### src/rtl/resv_atomic_pkg.sv
package resv_atomic_pkg;

    localparam int OP_W = 3;

    typedef enum logic [OP_W-1:0] {
        OP_LOAD_RSV = 3'd0,
        OP_STORE_CND = 3'd1,
        OP_STORE = 3'd2,
        OP_SWAP = 3'd3,
        OP_INCR = 3'd4
    } atom_op_e;

    typedef enum logic [2:0] {
        S_IDLE,
        S_READ,
        S_MERGE,
        S_WRITE,
        S_REPLY
    } atom_state_e;

endpackage

### src/rtl/resv_prio_arb.sv
module resv_prio_arb #(
    parameter int NPROC = 4,
    localparam int IW = (NPROC > 1) ? $clog2(NPROC) : 1
) (
    input  logic             clk,
    input  logic             rst_n,
    input  logic [NPROC-1:0] req,
    output logic [NPROC-1:0] gnt,
    output logic [IW-1:0]    gnt_idx,
    output logic             gnt_any
);

    always_comb begin
        gnt_idx = '0;
        for (int i = NPROC - 1; i >= 0; i--) begin
            if (req[i]) gnt_idx = IW'(i);
        end
        gnt_any = |req;
        gnt     = gnt_any ? (NPROC'(1) << gnt_idx) : '0;
    end

    // at most one winner, and a raised request always produces one
    a_r9_grant_onehot: assert property (@(posedge clk) disable iff (!rst_n)
        $onehot0(gnt) && ((req != '0) == (gnt != '0)));

    // the winner carries the lowest raised index
    a_r9_lowest_wins: assert property (@(posedge clk) disable iff (!rst_n)
        (req[0]) |-> gnt[0]);

endmodule

### src/rtl/resv_table.sv
module resv_table #(
    parameter int NPROC = 4,
    parameter int AW = 8,
    localparam int IW = (NPROC > 1) ? $clog2(NPROC) : 1
) (
    input  logic          clk,
    input  logic          rst_n,
    input  logic          set_en,
    input  logic [IW-1:0] set_id,
    input  logic [AW-1:0] set_addr,
    input  logic          own_clr_en,
    input  logic [IW-1:0] own_clr_id,
    input  logic          wr_en,
    input  logic [AW-1:0] wr_addr,
    input  logic [IW-1:0] chk_id,
    input  logic [AW-1:0] chk_addr,
    output logic          chk_hit
);

    logic [NPROC-1:0] vld_q;
    logic [AW-1:0]    tag_q [NPROC];

    for (genvar g = 0; g < NPROC; g++) begin : g_slot
        logic set_me, kill_me;
        assign set_me  = set_en && (set_id == IW'(g));
        assign kill_me = (own_clr_en && (own_clr_id == IW'(g))) ||
                         (wr_en && (tag_q[g] == wr_addr));

        always_ff @(posedge clk) begin
            if (!rst_n) begin
                vld_q[g] <= 1'b0;
                tag_q[g] <= '0;
            end else if (set_me) begin
                vld_q[g] <= 1'b1;
                tag_q[g] <= set_addr;
            end else if (kill_me) begin
                vld_q[g] <= 1'b0;
            end
        end

        // a write to a reserved address drops that reservation
        a_r6_write_breaks: assert property (@(posedge clk) disable iff (!rst_n)
            (wr_en && vld_q[g] && tag_q[g] == wr_addr && !set_me) |=> !vld_q[g]);

        // a conditional store drops its own reservation
        a_r5_own_drop: assert property (@(posedge clk) disable iff (!rst_n)
            (own_clr_en && own_clr_id == IW'(g) && !set_me) |=> !vld_q[g]);
    end

    assign chk_hit = vld_q[chk_id] && (tag_q[chk_id] == chk_addr);

endmodule

### src/rtl/resv_atomic_unit.sv
module resv_atomic_unit
    import resv_atomic_pkg::*;
#(
    parameter int NPROC = 4,
    parameter int AW = 8,
    parameter int DW = 32
) (
    input  logic                clk,
    input  logic                rst_n,
    input  logic [NPROC-1:0]    req_valid,
    input  logic [NPROC*3-1:0]  req_op,
    input  logic [NPROC*AW-1:0] req_addr,
    input  logic [NPROC*DW-1:0] req_wdata,
    output logic [NPROC-1:0]    resp_valid,
    output logic [DW-1:0]       resp_data,
    output logic                resp_ok,
    output logic                mem_re,
    output logic                mem_we,
    output logic [AW-1:0]       mem_addr,
    output logic [DW-1:0]       mem_wdata,
    input  logic [DW-1:0]       mem_rdata
);

    localparam int IW = (NPROC > 1) ? $clog2(NPROC) : 1;

    atom_state_e state_q, state_d;

    logic [NPROC-1:0] gnt;
    logic [IW-1:0]    gnt_idx;
    logic             gnt_any;
    logic             chk_hit;

    atom_op_e      in_op;
    logic [AW-1:0] in_addr;
    logic [DW-1:0] in_wdata;

    logic [IW-1:0] id_q;
    atom_op_e      op_q;
    logic [AW-1:0] addr_q;
    logic [DW-1:0] wdata_q;
    logic [DW-1:0] old_q;
    logic          ok_q;

    assign in_op    = atom_op_e'(req_op[gnt_idx*OP_W +: OP_W]);
    assign in_addr  = req_addr[gnt_idx*AW +: AW];
    assign in_wdata = req_wdata[gnt_idx*DW +: DW];

    resv_prio_arb #(.NPROC(NPROC)) i_arb (
        .clk     (clk),
        .rst_n   (rst_n),
        .req     (req_valid),
        .gnt     (gnt),
        .gnt_idx (gnt_idx),
        .gnt_any (gnt_any)
    );

    logic accept;
    assign accept = (state_q == S_IDLE) && gnt_any;

    resv_table #(.NPROC(NPROC), .AW(AW)) i_table (
        .clk        (clk),
        .rst_n      (rst_n),
        .set_en     ((state_q == S_MERGE) && (op_q == OP_LOAD_RSV)),
        .set_id     (id_q),
        .set_addr   (addr_q),
        .own_clr_en (accept && (in_op == OP_STORE_CND)),
        .own_clr_id (gnt_idx),
        .wr_en      (mem_we),
        .wr_addr    (mem_addr),
        .chk_id     (gnt_idx),
        .chk_addr   (in_addr),
        .chk_hit    (chk_hit)
    );

    // State register
    always_ff @(posedge clk) begin
        if (!rst_n) state_q <= S_IDLE;
        else        state_q <= state_d;
    end

    // Captured operation context
    always_ff @(posedge clk) begin
        if (!rst_n) begin
            id_q    <= '0;
            op_q    <= OP_LOAD_RSV;
            addr_q  <= '0;
            wdata_q <= '0;
            old_q   <= '0;
            ok_q    <= 1'b0;
        end else if (accept) begin
            id_q    <= gnt_idx;
            op_q    <= in_op;
            addr_q  <= in_addr;
            wdata_q <= in_wdata;
            old_q   <= '0;
            unique case (in_op)
                OP_STORE_CND: ok_q <= chk_hit;
                OP_LOAD_RSV, OP_STORE, OP_SWAP, OP_INCR: ok_q <= 1'b1;
                default: ok_q <= 1'b0;
            endcase
        end else if (state_q == S_MERGE) begin
            old_q <= mem_rdata;
        end
    end

    // Next state
    always_comb begin
        state_d = state_q;
        unique case (state_q)
            S_IDLE: begin
                if (gnt_any) begin
                    unique case (in_op)
                        OP_LOAD_RSV, OP_SWAP, OP_INCR: state_d = S_READ;
                        OP_STORE:                      state_d = S_WRITE;
                        OP_STORE_CND: state_d = chk_hit ? S_WRITE : S_REPLY;
                        default:                       state_d = S_REPLY;
                    endcase
                end
            end
            S_READ:  state_d = S_MERGE;
            S_MERGE: state_d = (op_q == OP_LOAD_RSV) ? S_REPLY : S_WRITE;
            S_WRITE: state_d = S_REPLY;
            S_REPLY: state_d = S_IDLE;
            default: state_d = S_IDLE;
        endcase
    end

    // Outputs
    always_comb begin
        mem_re     = (state_q == S_READ);
        mem_we     = (state_q == S_WRITE);
        mem_addr   = addr_q;
        mem_wdata  = (op_q == OP_INCR) ? (old_q + DW'(1)) : wdata_q;
        resp_valid = (state_q == S_REPLY) ? (NPROC'(1) << id_q) : '0;
        resp_data  = old_q;
        resp_ok    = ok_q;
    end

    // a single memory access per cycle
    a_r9_one_access: assert property (@(posedge clk) disable iff (!rst_n)
        !(mem_re && mem_we));

    // responses go to one processor at a time
    a_r10_resp_onehot: assert property (@(posedge clk) disable iff (!rst_n)
        $onehot0(resp_valid));

    // a successful conditional store was written in the previous cycle
    a_r3_success_wrote: assert property (@(posedge clk) disable iff (!rst_n)
        (resp_valid != '0 && op_q == OP_STORE_CND && resp_ok) |-> $past(mem_we));

    // a failed response never follows a write
    a_r4_fail_no_write: assert property (@(posedge clk) disable iff (!rst_n)
        (resp_valid != '0 && !resp_ok) |-> !$past(mem_we));

    // the increment writes the word read one cycle earlier plus one
    a_r8_incr_value: assert property (@(posedge clk) disable iff (!rst_n)
        (mem_we && op_q == OP_INCR) |-> mem_wdata == $past(mem_rdata) + DW'(1));

    // a reserving load returns the word delivered by memory
    a_r2_load_value: assert property (@(posedge clk) disable iff (!rst_n)
        (state_q == S_MERGE && op_q == OP_LOAD_RSV) |=> resp_data == $past(mem_rdata));

endmodule

### config.mk
export PLATFORM = sky130hd
export DESIGN_NAME = resv_atomic_unit
export DESIGN_NICKNAME = d
export VERILOG_FILES = /design/src/rtl/resv_atomic_pkg.sv /design/src/rtl/resv_prio_arb.sv /design/src/rtl/resv_table.sv /design/src/rtl/resv_atomic_unit.sv
export SDC_FILE = /design/constraint.sdc
export NUM_CORES = 1
export LEC_CHECK = 0
export ABC_AREA = 1
export BUFFER_PORTS_ARGS = -buffer_cell sky130_fd_sc_hd__buf_2
export CORE_MARGIN = 2
export CORE_UTILIZATION = 50
export CTS_CLUSTER_SIZE = 16
export DETAILED_ROUTE_END_ITERATION = 7
export PLACE_DENSITY = 0.79
export SYNTH_ARGS = -nofsm -noshare
export SYNTH_HDL_FRONTEND = slang
export SYNTH_SLANG_ARGS = --single-unit
export TNS_END_PERCENT = 30
### constraint.sdc
create_clock -name clk -period 2.39 [get_ports clk]
set_clock_uncertainty 0.1 [all_clocks]
set_input_delay 0.3585 -clock clk [delete_from_list [all_inputs] [get_ports clk]]
set_output_delay 0.3585 -clock clk [all_outputs]
set_load 0.02 [all_outputs]
== Word level (Yosys, flattened, before mapping) ==
Memories as Yosys holds them, arrays and structs flattened.
Cells that the tools add are included.

* $mul: 1
* Equality and inequality tests: 21
* Reductions and logical operators: 33
* Shift-type cells: 4
* $add $sub $neg: 1
* Muxes and demuxes: 39
* Bitwise gates (word level): 5
* $lt $le $gt $ge: 1

{| class="wikitable"
|+ Operators by type and width
! kind !! number
|-
| 128-bit by 8-bit variable part select with 32-bit output || 1
|-
| 8-bit equality test || 5
|-
| 32-bit by 1-bit adder with 32-bit output, second input constant || 1
|-
| 32-bit 2-to-1 mux || 1
|-
| 8-bit 2-to-1 mux || 4
|-
| 32-bit by 6-bit variable part select with 8-bit output || 1
|-
| 1-bit 2-to-1 mux || 22
|-
| 1-bit logical AND || 16
|-
| 3-bit by 2-bit equality test with 1-bit output, second input constant || 4
|-
| 3-bit one-hot mux with 4 select lines || 1
|-
| 12-bit by 5-bit variable part select with 3-bit output || 1
|-
| 3-bit equality test, second input constant || 3
|-
| 3-bit zero test || 3
|-
| 3-bit 2-to-1 mux || 3
|-
| 3-bit one-hot mux with 3 select lines || 1
|-
| 2-bit equality test, second input constant || 4
|-
| 2-bit 2-to-1 mux || 4
|-
| 2-bit nonzero test || 4
|-
| 4-bit OR reduction || 2
|-
| 3-bit by 1-bit equality test with 1-bit output, second input constant || 2
|-
| 2-bit by 1-bit equality test with 1-bit output, second input constant || 2
|-
| 2-bit zero test || 2
|-
| 1-bit logical OR || 4
|-
| 2-bit by 2-bit multiplier with 4-bit output, second input constant || 1
|-
| 10 further kinds || 13
|}

* Flip-flop bits (word level): 85
* Memories: 1
* Bits in writable memories: 32
* Word-level logic and storage cells: 117
* Output and inout port bits: 79

{| class="wikitable"
|+ Memories
! name !! depth !! width !! rd ports !! clocked after Yosys merged registers in !! write ports !! RTL line !! RTL
|-
| i_table.tag_q || 4 || 8 || 5 || 0 || 4 || resv_table.sv:21 || <nowiki>logic [AW-1:0] tag_q [NPROC];</nowiki>
|}

== Logic depth before layout (Yosys ltp) ==
Gate-level depths: netlist (run 1).

* Depth after elaboration: 12
* Gate-level depth with buffers: 17

== Cells and area by module ==
A second synthesis (run 1) with hierarchy kept.

* Cells, all modules: 1211
* Area, all modules: 7727.4 um2

{| class="wikitable"
|+ By module, submodules not included
! module !! area each (um2) !! cells an instance !! instances
|-
| resv_atomic_unit || 5490.3 || 915 || 1
|-
| resv_table || 2184.6 || 283 || 1
|-
| resv_prio_arb || 52.6 || 13 || 1
|}

== Worst setup path after synthesis (run 1) ==
Ideal clock, no wire load.

* Path kind: flip-flop to output port
* Start: register old_q[0] (netlist: resp_data[0])
* End: output port mem_wdata[20]
* Path buffers: 0
* Data required time: 1.932 ns
* Arrival time: 2.120 ns
* Setup slack: -0.189 ns
* Stages on the path, launching flop included: 10
* Cell sequence: dfxtp_1 ha_1 nand3_1 nor2_1 nand2_1 nor2_2 nand3_1 nand3b_4 xor2_1 o21ai_0

* Cells in the longest elaborated chain, start to end: 2

{| class="wikitable"
|+ RTL lines
! what !! RTL line !! RTL
|-
| start: declaration || resv_atomic_unit.sv:41 || <nowiki>logic [DW-1:0] old_q;</nowiki>
|-
| start signal: assignment || resv_atomic_unit.sv:102 || <nowiki>old_q <= mem_rdata;</nowiki>
|-
| 32-bit by 1-bit adder with 32-bit output || resv_atomic_unit.sv:133 || <nowiki>mem_wdata = (op_q == OP_INCR) ? (old_q + DW'(1)) : wdata_q;</nowiki>
|-
| 32-bit 2-to-1 mux || resv_atomic_unit.sv:133 ||
|-
| end: declaration || resv_atomic_unit.sv:20 || <nowiki>output logic [DW-1:0] mem_wdata,</nowiki>
|}

Every way passes these cells.

== Worst setup path after layout (run 1) ==
* Start: register old_q[0] (netlist: resp_data[0])
* End: output port mem_wdata[26]

The elaborated chain is that of the path after synthesis.

==> results of run 1 <==
report_power, final:
part           leakage, nW  switching (mW)  internal [mW]
clock network        0.319           0.930           1.77
logic                 3.67            2.11           1.23
registers             1.03           0.328           2.38
routing by layer:
layer | GRT usage, % | up-vias
li1 | - | 4226
met1 | 43.1 | 4195
met2 | 56.6 | 630
met3 | 9.58 | 107
met4 | 15.3 | 4
met5 | 0 | -
state kept, by name (all words and copies together) (netlist names):
signal and flops:
i_table.tag_q 32, i_table.vld_q 4, id_q 2, mem_addr 8, op_q 3, resp_data 32
resp_ok 1, state_q 3, wdata_q 32
cell families (layout without fill, tap and decap cells):
kind of cell / Yosys count / count (layout) / share of synthesized area (%)
fa+ha+maj: 1 / 1 / 0.170
simple gates: 566 / 566 / 34.0
buf+inv: 150 / 492 / 8.33
flops: 117 / 117 / 36.1
xor+xnor: 55 / 55 / 6.54
other cells: 0 / 3 / 0
compound gates: 179 / 179 / 14.8
metrics by stage:
step	util (%)	setup TNS, ps
global route	71.4	-10000
floorplan	-	-29.9
CTS	70.2	-7490
global placement	64.4	0
finish	71.5	-6730
detailed placement	64.4	-76.9
worst max-delay path by stage:
stage | startpoint | end | cells past startpoint | slack (ps)
after CTS | resp_data[1]$_SDFFE_PP0N_ | mem_wdata[30] | 13 | -460
after global placement | resp_data[1]$_SDFFE_PP0N_ | mem_wdata[30] | 13 | 10
final | resp_data[0]$_SDFFE_PP0N_ | mem_wdata[26] | 13 | -420
after detailed placement | resp_data[1]$_SDFFE_PP0N_ | mem_wdata[26] | 13 | -50
after global routing | resp_data[1]$_SDFFE_PP0N_ | mem_wdata[30] | 13 | -620
after floorplan | resp_data[0]$_SDFFE_PP0N_ | mem_wdata[26] | 12 | -20
worst register-to-register path, cell delays in order (launching register included):
cell	delay, ps
dfxtp_1	350
nor2_1	240
inv_1	100
nor2_1	230
nand2_1	130
inv_1	360
buf_4	280
o21ai_0	110
a41o_1	240
inv_1	50
area by class of cell:
class                      count  area, sq um  share of cell area, %
clock inverter                10          110                   1.06
sequential                   117         2670                   25.8
clock buffer                  22          528                   5.10
inverter                      88          330                   3.19
multi-input combinational    801         4260                   41.2
tap                          184          230                   2.22
timing repair buffer         372         2210                   21.3
antenna                        3         7.51                 0.0726
repair_timing:
| item | in CTS | in global routing |
|---|---|---|
| resized for setup | 42 | 31 |
| pin swaps | 6 | 18 |
| hold buffers | 0 | 0 |
| endpoints found under the setup margin | 24 | 30 |
| buffers inserted | 9 | 8 |
placed cells by master (no fill, tap or decap), types with 4 or more instances in the layout:
cell       instances
clkbuf_16         20
a41oi_1            8
a41o_1            24
nand4_1           17
nand3b_1          17
nor2_1            88
xnor2_1           21
nand2_1          293
xor2_1            30
nor2_4             8
o31ai_1            4
nor3_1            14
nor2_2             5
nand2_2            4
buf_2            266
inv_1             82
buf_4             89
a21oi_1           72
or2_2              8
nand3_1           94
o21ai_0           49
dfxtp_1           81
o22ai_1           11
buf_6             15
edfxtp_1          32
==> out/qor.csv, run 1 <==
stage,metric,value,unit
outcome,outcome,"finished, violations left",
outcome,violations_in_the_final_reports,setup timing,
power_and_ir_drop,power_density,845,nW/um^2
clocking,clock_tree.htree_level_count,4,
sta,rsz0062_at_grt,true,
critical_path,category_of_the_worst_setup_path_launch_point,register,
synth,netlist.area_leader.share,23.1,%
sta,slew_headroom,54.5,%
drt,detailroute.via_count,9162,
critical_path,worstPathMaxFanout,3,
synth,syn-num-nets,1279,
floorplan,coreArea,14500,sq um
floorplan,boundaryPins,289,
synth,synth_area_per_cell,6.90,sq um
floorplan,rows,44,
synth,synthesized_instance_count,1068,
sta,drv_slew,0,
sta,worst_pin_slew,681,ps
floorplan,die_y,125,um
floorplan,die_w,125,um
global_route,grt_resource_usage_total,34.7,%
critical_path,critical-path-slowest-cell,dfxtp_4,
hold_path,hold_path.class,input port to register,
synth,synthDistinctLibCells,44,
placed_design,port_buffer_cells,288,
drt,wl_met3,3280,um
layout,area_delta_synth_final,40.4,%
hold_path,min_delay_worst_endpoint,resp_data[1]$_SDFFE_PP0N_,
floorplan,starting_density,50.9,%
sta,hold_slack,89.8,ps
global_route,grt_pass1_vias,8572,
clocking,cts-buffers-inserted,17,
power_and_ir_drop,design_power_total,8.74,mW
clocking,worstSkewPairLatency,410,ps
critical_path,critical_path_buf_inv_count,1,
synth,yosysSeqAreaShare,36.1,%
critical_path,worst-endpoint-required,1930,ps
drt,drt_wl_total,28500,um
critical_path,worstRegToRegCells,9,
layout,fillerInstances,1153,
drt,ant_nets,0,
layout,drive_gt1_share,32.4,%
drt,met1Wirelength,10900,um
drt,route.met2.wl,13200,um
critical_path,maximum_cell_stage_delay_along_the_critical_path,360,ps
synth,synth_most_common_cell,nand2_1,
critical_path,r2r_end,wdata_q[29]$_SDFFE_PN0P_,
critical_path,ff2ff_setup_slack,150,ps
placed_design,place_area,9320,sq um
clocking,cts_root_buffer,clkbuf_16,
layout,layout.nets,1608,
sta,part_of_the_cycle_the_worst_path_needs,118,%
drt,detailedRoute.firstIterationViolations,803,
floorplan,die-area,15700,sq um
critical_path,worst_r2r_startpoint,state_q[0]$_SDFFE_PN0P_,
drt,drtPass1Iterations,6,
synth,synth_top_area_cell,dfxtp_1,
drt,route.detailed.drc,0,
drt,route.detailed.vias_per_inst,5.74,
synth,synth_enable_flop_cells,32,
global_route,grt_pass1_wl,43400,um
placed_design,post-place-ws,-48.3,ps
drt,drt-wirelength-per-cell,17.9,um
critical_path,path_delay_family,simple AND/OR/NAND/NOR gates,
synth,netlist_top_cells_area,"dfxtp_1, nand2_1, edfxtp_1",
power_and_ir_drop,ir_drop,0.596,mV
sta,worst_slack,-424,ps
critical_path,worst-setup-path-type,register to output pin,
flow_run,cap_viol_max_count,0,
critical_path,worst_ep_arrival_time,2360,ps
synth,syn_area,7370,sq um
critical_path,worstSetupEndpointType,output pin,
power_and_ir_drop,cellLeakagePower,5.02,nW
layout,layout.cells.non_filler,1597,
synth,synth-seq-cells,117,
layout,final_instance_area,10300,sq um
global_route,pin_count_of_the_biggest_net_entering_global_routing,46,
critical_path,timing.critical_path.cells,ha_4 -> nand3_4 -> nor2_4 -> nand2_2 -> nor2_4 -> nand4_1 -> nor2_2 -> nand2_2 -> nor2_2 -> xor2_1 -> nand2_1 -> nand2_1 -> buf_6,
clocking,max-clock-path-buffers,2,
clocking,clock_sinks,117,
global_route,global_route.overflow_total,0,
hold_path,hold_path_depth,3,
placed_design,place_congestion,0.964,
global_route,number_of_antenna_violations_at_the_first_check_in_global_routing,5,
sta,fmax,0.355,GHz
synth,synth_flop_cell,dfxtp_1,
placed_design,number_of_placed_cells_counting_well_taps,1547,
hold_path,hold_path_startpoint,mem_rdata[1],
placed_design,post-dp-hpwl,20500,um
drt,top_layer_used,met5,
clocking,cts.reportedPaths.clkPinSlew,50,ps
synth,synth_warnings,0,
clocking,clock_tree_from_tritoncts,yes,
synth,synth-async-reset-ratio,0,%
sta,report.final.setup_viol,24,
sta,layout_min_cycle_time,2810,ps
synth,synth_top_cells_by_count,"nand2_1, nand3_1, nor2_1, dfxtp_1, inv_1",
sta,hold_viol_final,0,
Power figures use the tool's default switching activity.
==> run 2, diff against run 1 <==
- PLACE_DENSITY: 0.79 -> 0.78
- SYNTH_HIERARCHICAL: not set -> 1
==> run 2 against run 1 <==
Net effect:
- the flow still finishes with violations (setup timing)
- global-route usage down 1.9 points
- worst hold slack worse by 8.8 ps
- first-iteration DRC count up 27%
- clock power down 13%
- die area up 4.5%
- non-clock buffer count down 45
- area after synthesis up 4.6%
- via count up 2.3%
- largest cell class unchanged
- largest power group unchanged
- highest routed layer is now met4
==> out/qor.csv, run 2 <==
stage,metric,value,unit,change
synth,synth_area_per_cell,6.39,sq um,was 6.90 sq um
placed_design,post-place-ws,-17.5,ps,was -48.3 ps
layout,area_delta_synth_final,32.3,%,was 40.4%
floorplan,rows,45,,was 44
critical_path,worst_ep_arrival_time,1930,ps,was 2360 ps
placed_design,place_congestion,1.02,,was 0.964
sta,fmax,0.418,GHz,was 0.355 GHz
global_route,pin_count_of_the_biggest_net_entering_global_routing,49,,was 46
clocking,clock_tree_from_tritoncts,yes,,unchanged
floorplan,die_y,128,um,was 125 um
drt,detailedRoute.firstIterationViolations,1018,,was 803
hold_path,hold_path_depth,3,,unchanged
sta,worst_pin_slew,571,ps,was 681 ps
outcome,violations_in_the_final_reports,setup timing,,unchanged
critical_path,worstRegToRegCells,7,,was 9
critical_path,critical_path_buf_inv_count,2,,was 1
layout,drive_gt1_share,30.3,%,was 32.4%
floorplan,die-area,16400,sq um,was 15700 sq um
sta,slew_headroom,61.4,%,was 54.5%
global_route,grt_pass1_wl,42200,um,was 43400 um
outcome,outcome,"finished, violations left",,unchanged
layout,mostFrequentLayoutCells,"nand2_1, buf_2, nor2_1",,"was nand2_1, buf_2, nand3_1"
critical_path,worst-endpoint-required,1930,ps,about the same
critical_path,crit_path_start,resp_data[1]$_SDFFE_PP0N_,,was resp_data[0]$_SDFFE_PP0N_
sta,report.final.setup_viol,1,,was 24
synth,synthesized_instance_count,1207,,was 1068
global_route,global_route.overflow_total,0,,unchanged
sta,layout_min_cycle_time,2390,ps,was 2810 ps
global_route,number_of_antenna_violations_at_the_first_check_in_global_routing,1,,was 5
floorplan,die_w,128,um,was 125 um
power_and_ir_drop,cellLeakagePower,4.40,nW,was 5.02 nW
critical_path,worst-setup-path-type,register to output pin,,unchanged
drt,route.detailed.vias_per_inst,5.53,,was 5.74
critical_path,worstSetupEndpointType,output pin,,unchanged
drt,route.detailed.drc,0,,unchanged
power_and_ir_drop,comb_power_share,35.5,%,was 38.1%
critical_path,r2r_end,i_table/tag_q[3][7]$_SDFFCE_PN0P_,,was wdata_q[29]$_SDFFE_PN0P_
clocking,cts.reportedPaths.clkPinSlew,50,ps,about the same
hold_path,min_delay_worst_endpoint,resp_data[6]$_SDFFE_PP0N_,,was resp_data[1]$_SDFFE_PP0N_
clocking,max-clock-path-buffers,2,,unchanged
synth,syn-num-nets,1418,,was 1279
clocking,clock_sinks,117,,unchanged
synth,synth_warnings,6,,was 0
power_and_ir_drop,internal_power,4.71,mW,was 5.38 mW
critical_path,maximum_cell_stage_delay_along_the_critical_path,360,ps,about the same
hold_path,hold_path_startpoint,mem_rdata[6],,was mem_rdata[1]
sta,rsz0062_at_grt,true,,unchanged
power_and_ir_drop,ir_drop,0.689,mV,was 0.596 mV
flow_run,cap_viol_max_count,0,,unchanged
critical_path,timing.critical_path.cells,buf_6 -> nand2_2 -> nor2_2 -> nand4_1 -> o21bai_1 -> nand3_1 -> o21ai_1 -> buf_4,,was ha_4 -> nand3_4 -> nor2_4 -> nand2_2 -> nor2_4 -> nand4_1 -> nor2_2 -> nand2_2 -> nor2_2 -> xor2_1 -> nand2_1 -> nand2_1 -> buf_6
power_and_ir_drop,clockPowerShare,30.6,%,was 30.9%
critical_path,ff2ff_setup_slack,440,ps,was 150 ps
power_and_ir_drop,p_seq_share,33.9,%,was 30.9%
drt,drtPass1Iterations,6,,unchanged
critical_path,worst_r2r_startpoint,op_q[2]$_SDFFE_PN0P_,,was state_q[0]$_SDFFE_PN0P_
clocking,cts_root_buffer,clkbuf_16,,unchanged
clocking,clock_tree.htree_level_count,4,,unchanged
layout,mostFrequentLayoutCell,nand2_1,,unchanged
placed_design,number_of_placed_cells_counting_well_taps,1652,,was 1547
clocking,worstSkewPairLatency,420,ps,was 410 ps
drt,drt-wirelength-per-cell,16.6,um,was 17.9 um
sta,accumulated_negative_setup_slack,-0.141,ps,was -6730 ps
critical_path,category_of_the_worst_setup_path_launch_point,register,,unchanged
global_route,grt_pass1_vias,8349,,was 8572
power_and_ir_drop,swShare,39.1,%,was 38.5%
layout,fillerInstances,1365,,was 1153
sta,drv_slew,0,,unchanged
sta,part_of_the_cycle_the_worst_path_needs,100,%,was 118%
clocking,cts-buffers-inserted,17,,unchanged
hold_path,hold_path.class,input port to register,,unchanged
drt,ant_nets,0,,unchanged
synth,syn_area,7710,sq um,was 7370 sq um
sta,hold_slack,81.1,ps,was 89.8 ps
floorplan,boundaryPins,289,,unchanged
floorplan,starting_density,50.9,%,about the same
layout,layout.cells.non_filler,1693,,was 1597
placed_design,port_buffer_cells,288,,unchanged
drt,detailroute.via_count,9369,,was 9162
sta,hold_viol_final,0,,unchanged
power_and_ir_drop,power.switching,3.03,mW,was 3.36 mW
layout,layout.nets,1702,,was 1608
layout,post-route-util,67.4,%,was 71.5%
floorplan,coreArea,15100,sq um,was 14500 sq um
placed_design,post-dp-hpwl,21300,um,was 20500 um
critical_path,path_delay_family,simple AND/OR/NAND/NOR gates,,unchanged
sta,worst_slack,-0.141,ps,was -424 ps
drt,drt_wl_total,28100,um,was 28500 um
critical_path,critical-path-slowest-cell,dfxtp_4,,unchanged
critical_path,worstPathMaxFanout,4,,was 3
power_and_ir_drop,power_density,758,nW/um^2,was 845 nW/um^2
global_route,grt_resource_usage_total,32.8,%,was 34.7%
run 2: repair_timing:
item,in CTS,in global routing
hold buffers,0,0
setup endpoints to repair,21,20
pin swaps,1,8
endpoints found under the hold margin,0,0
resized for setup,30,59
setup buffers,1,7
run 2: power groups by stage:
stage / logic (mW) / clock network, mW / registers [mW]
floorplan: 1.73 / 0 / 2.62
global placement: 2.62 / 0 / 2.65
detailed placement: 2.63 / 0 / 2.66
CTS: 2.67 / 2.39 / 2.62
global route: 3.00 / 2.48 / 2.65
finish: 2.75 / 2.36 / 2.62
run 2: worst max path at each step:
| stage | slack, ps | to | cells past startpoint |
|---|---|---|---|
| floorplan | 90 | state_q[0]$_SDFFE_PN0P_ | 22 |
| global placement | 70 | state_q[0]$_SDFFE_PN0P_ | 21 |
| detailed placement | -20 | state_q[0]$_SDFFE_PN0P_ | 20 |
| CTS | -20 | mem_wdata[21] | 7 |
| global route | -40 | mem_wdata[25] | 9 |
| finish | -0.1 | mem_wdata[17] | 8 |
run 2: tightest hold or removal path: cells and delay by family:
kind,cells,cell delay [ps]
AND/OR/NAND/NOR,1,50
AO/OA/AOI/OAI,1,50
buffers and inverters,1,90
run 2: per-layer routing:
metal | vias to the layer above | routed length, um | global-route usage, %
li1 | 4530 | - | -
met1 | 4191 | 11100 | 40.5
met2 | 551 | 13100 | 55.9
met3 | 97 | 2540 | 5.80
met4 | 0 | 1320 | 15.3
met5 | - | 0 | 0
run 2: final cells by class:
| cell class | count | area, sq um | area share [%] |
|---|---|---|---|
| diodes | 1 | 2.50 | 0.0245 |
| flip-flops and latches | 117 | 2720 | 26.6 |
| repair buffers | 327 | 1810 | 17.7 |
| multi-input cells | 937 | 4540 | 44.4 |
| well taps | 188 | 235 | 2.30 |
| inverters | 91 | 347 | 3.40 |
| clock buffers | 21 | 482 | 4.72 |
| clock inverters | 11 | 75.1 | 0.735 |
run 2: metrics by stage:
stage / instance area (sq um) / power (mW)
floorplan: 7720 / 4.36
global placement: 9340 / 5.27
detailed placement: 9340 / 5.29
CTS: 9980 / 7.69
global route: 10200 / 8.14
finish: 10200 / 7.74
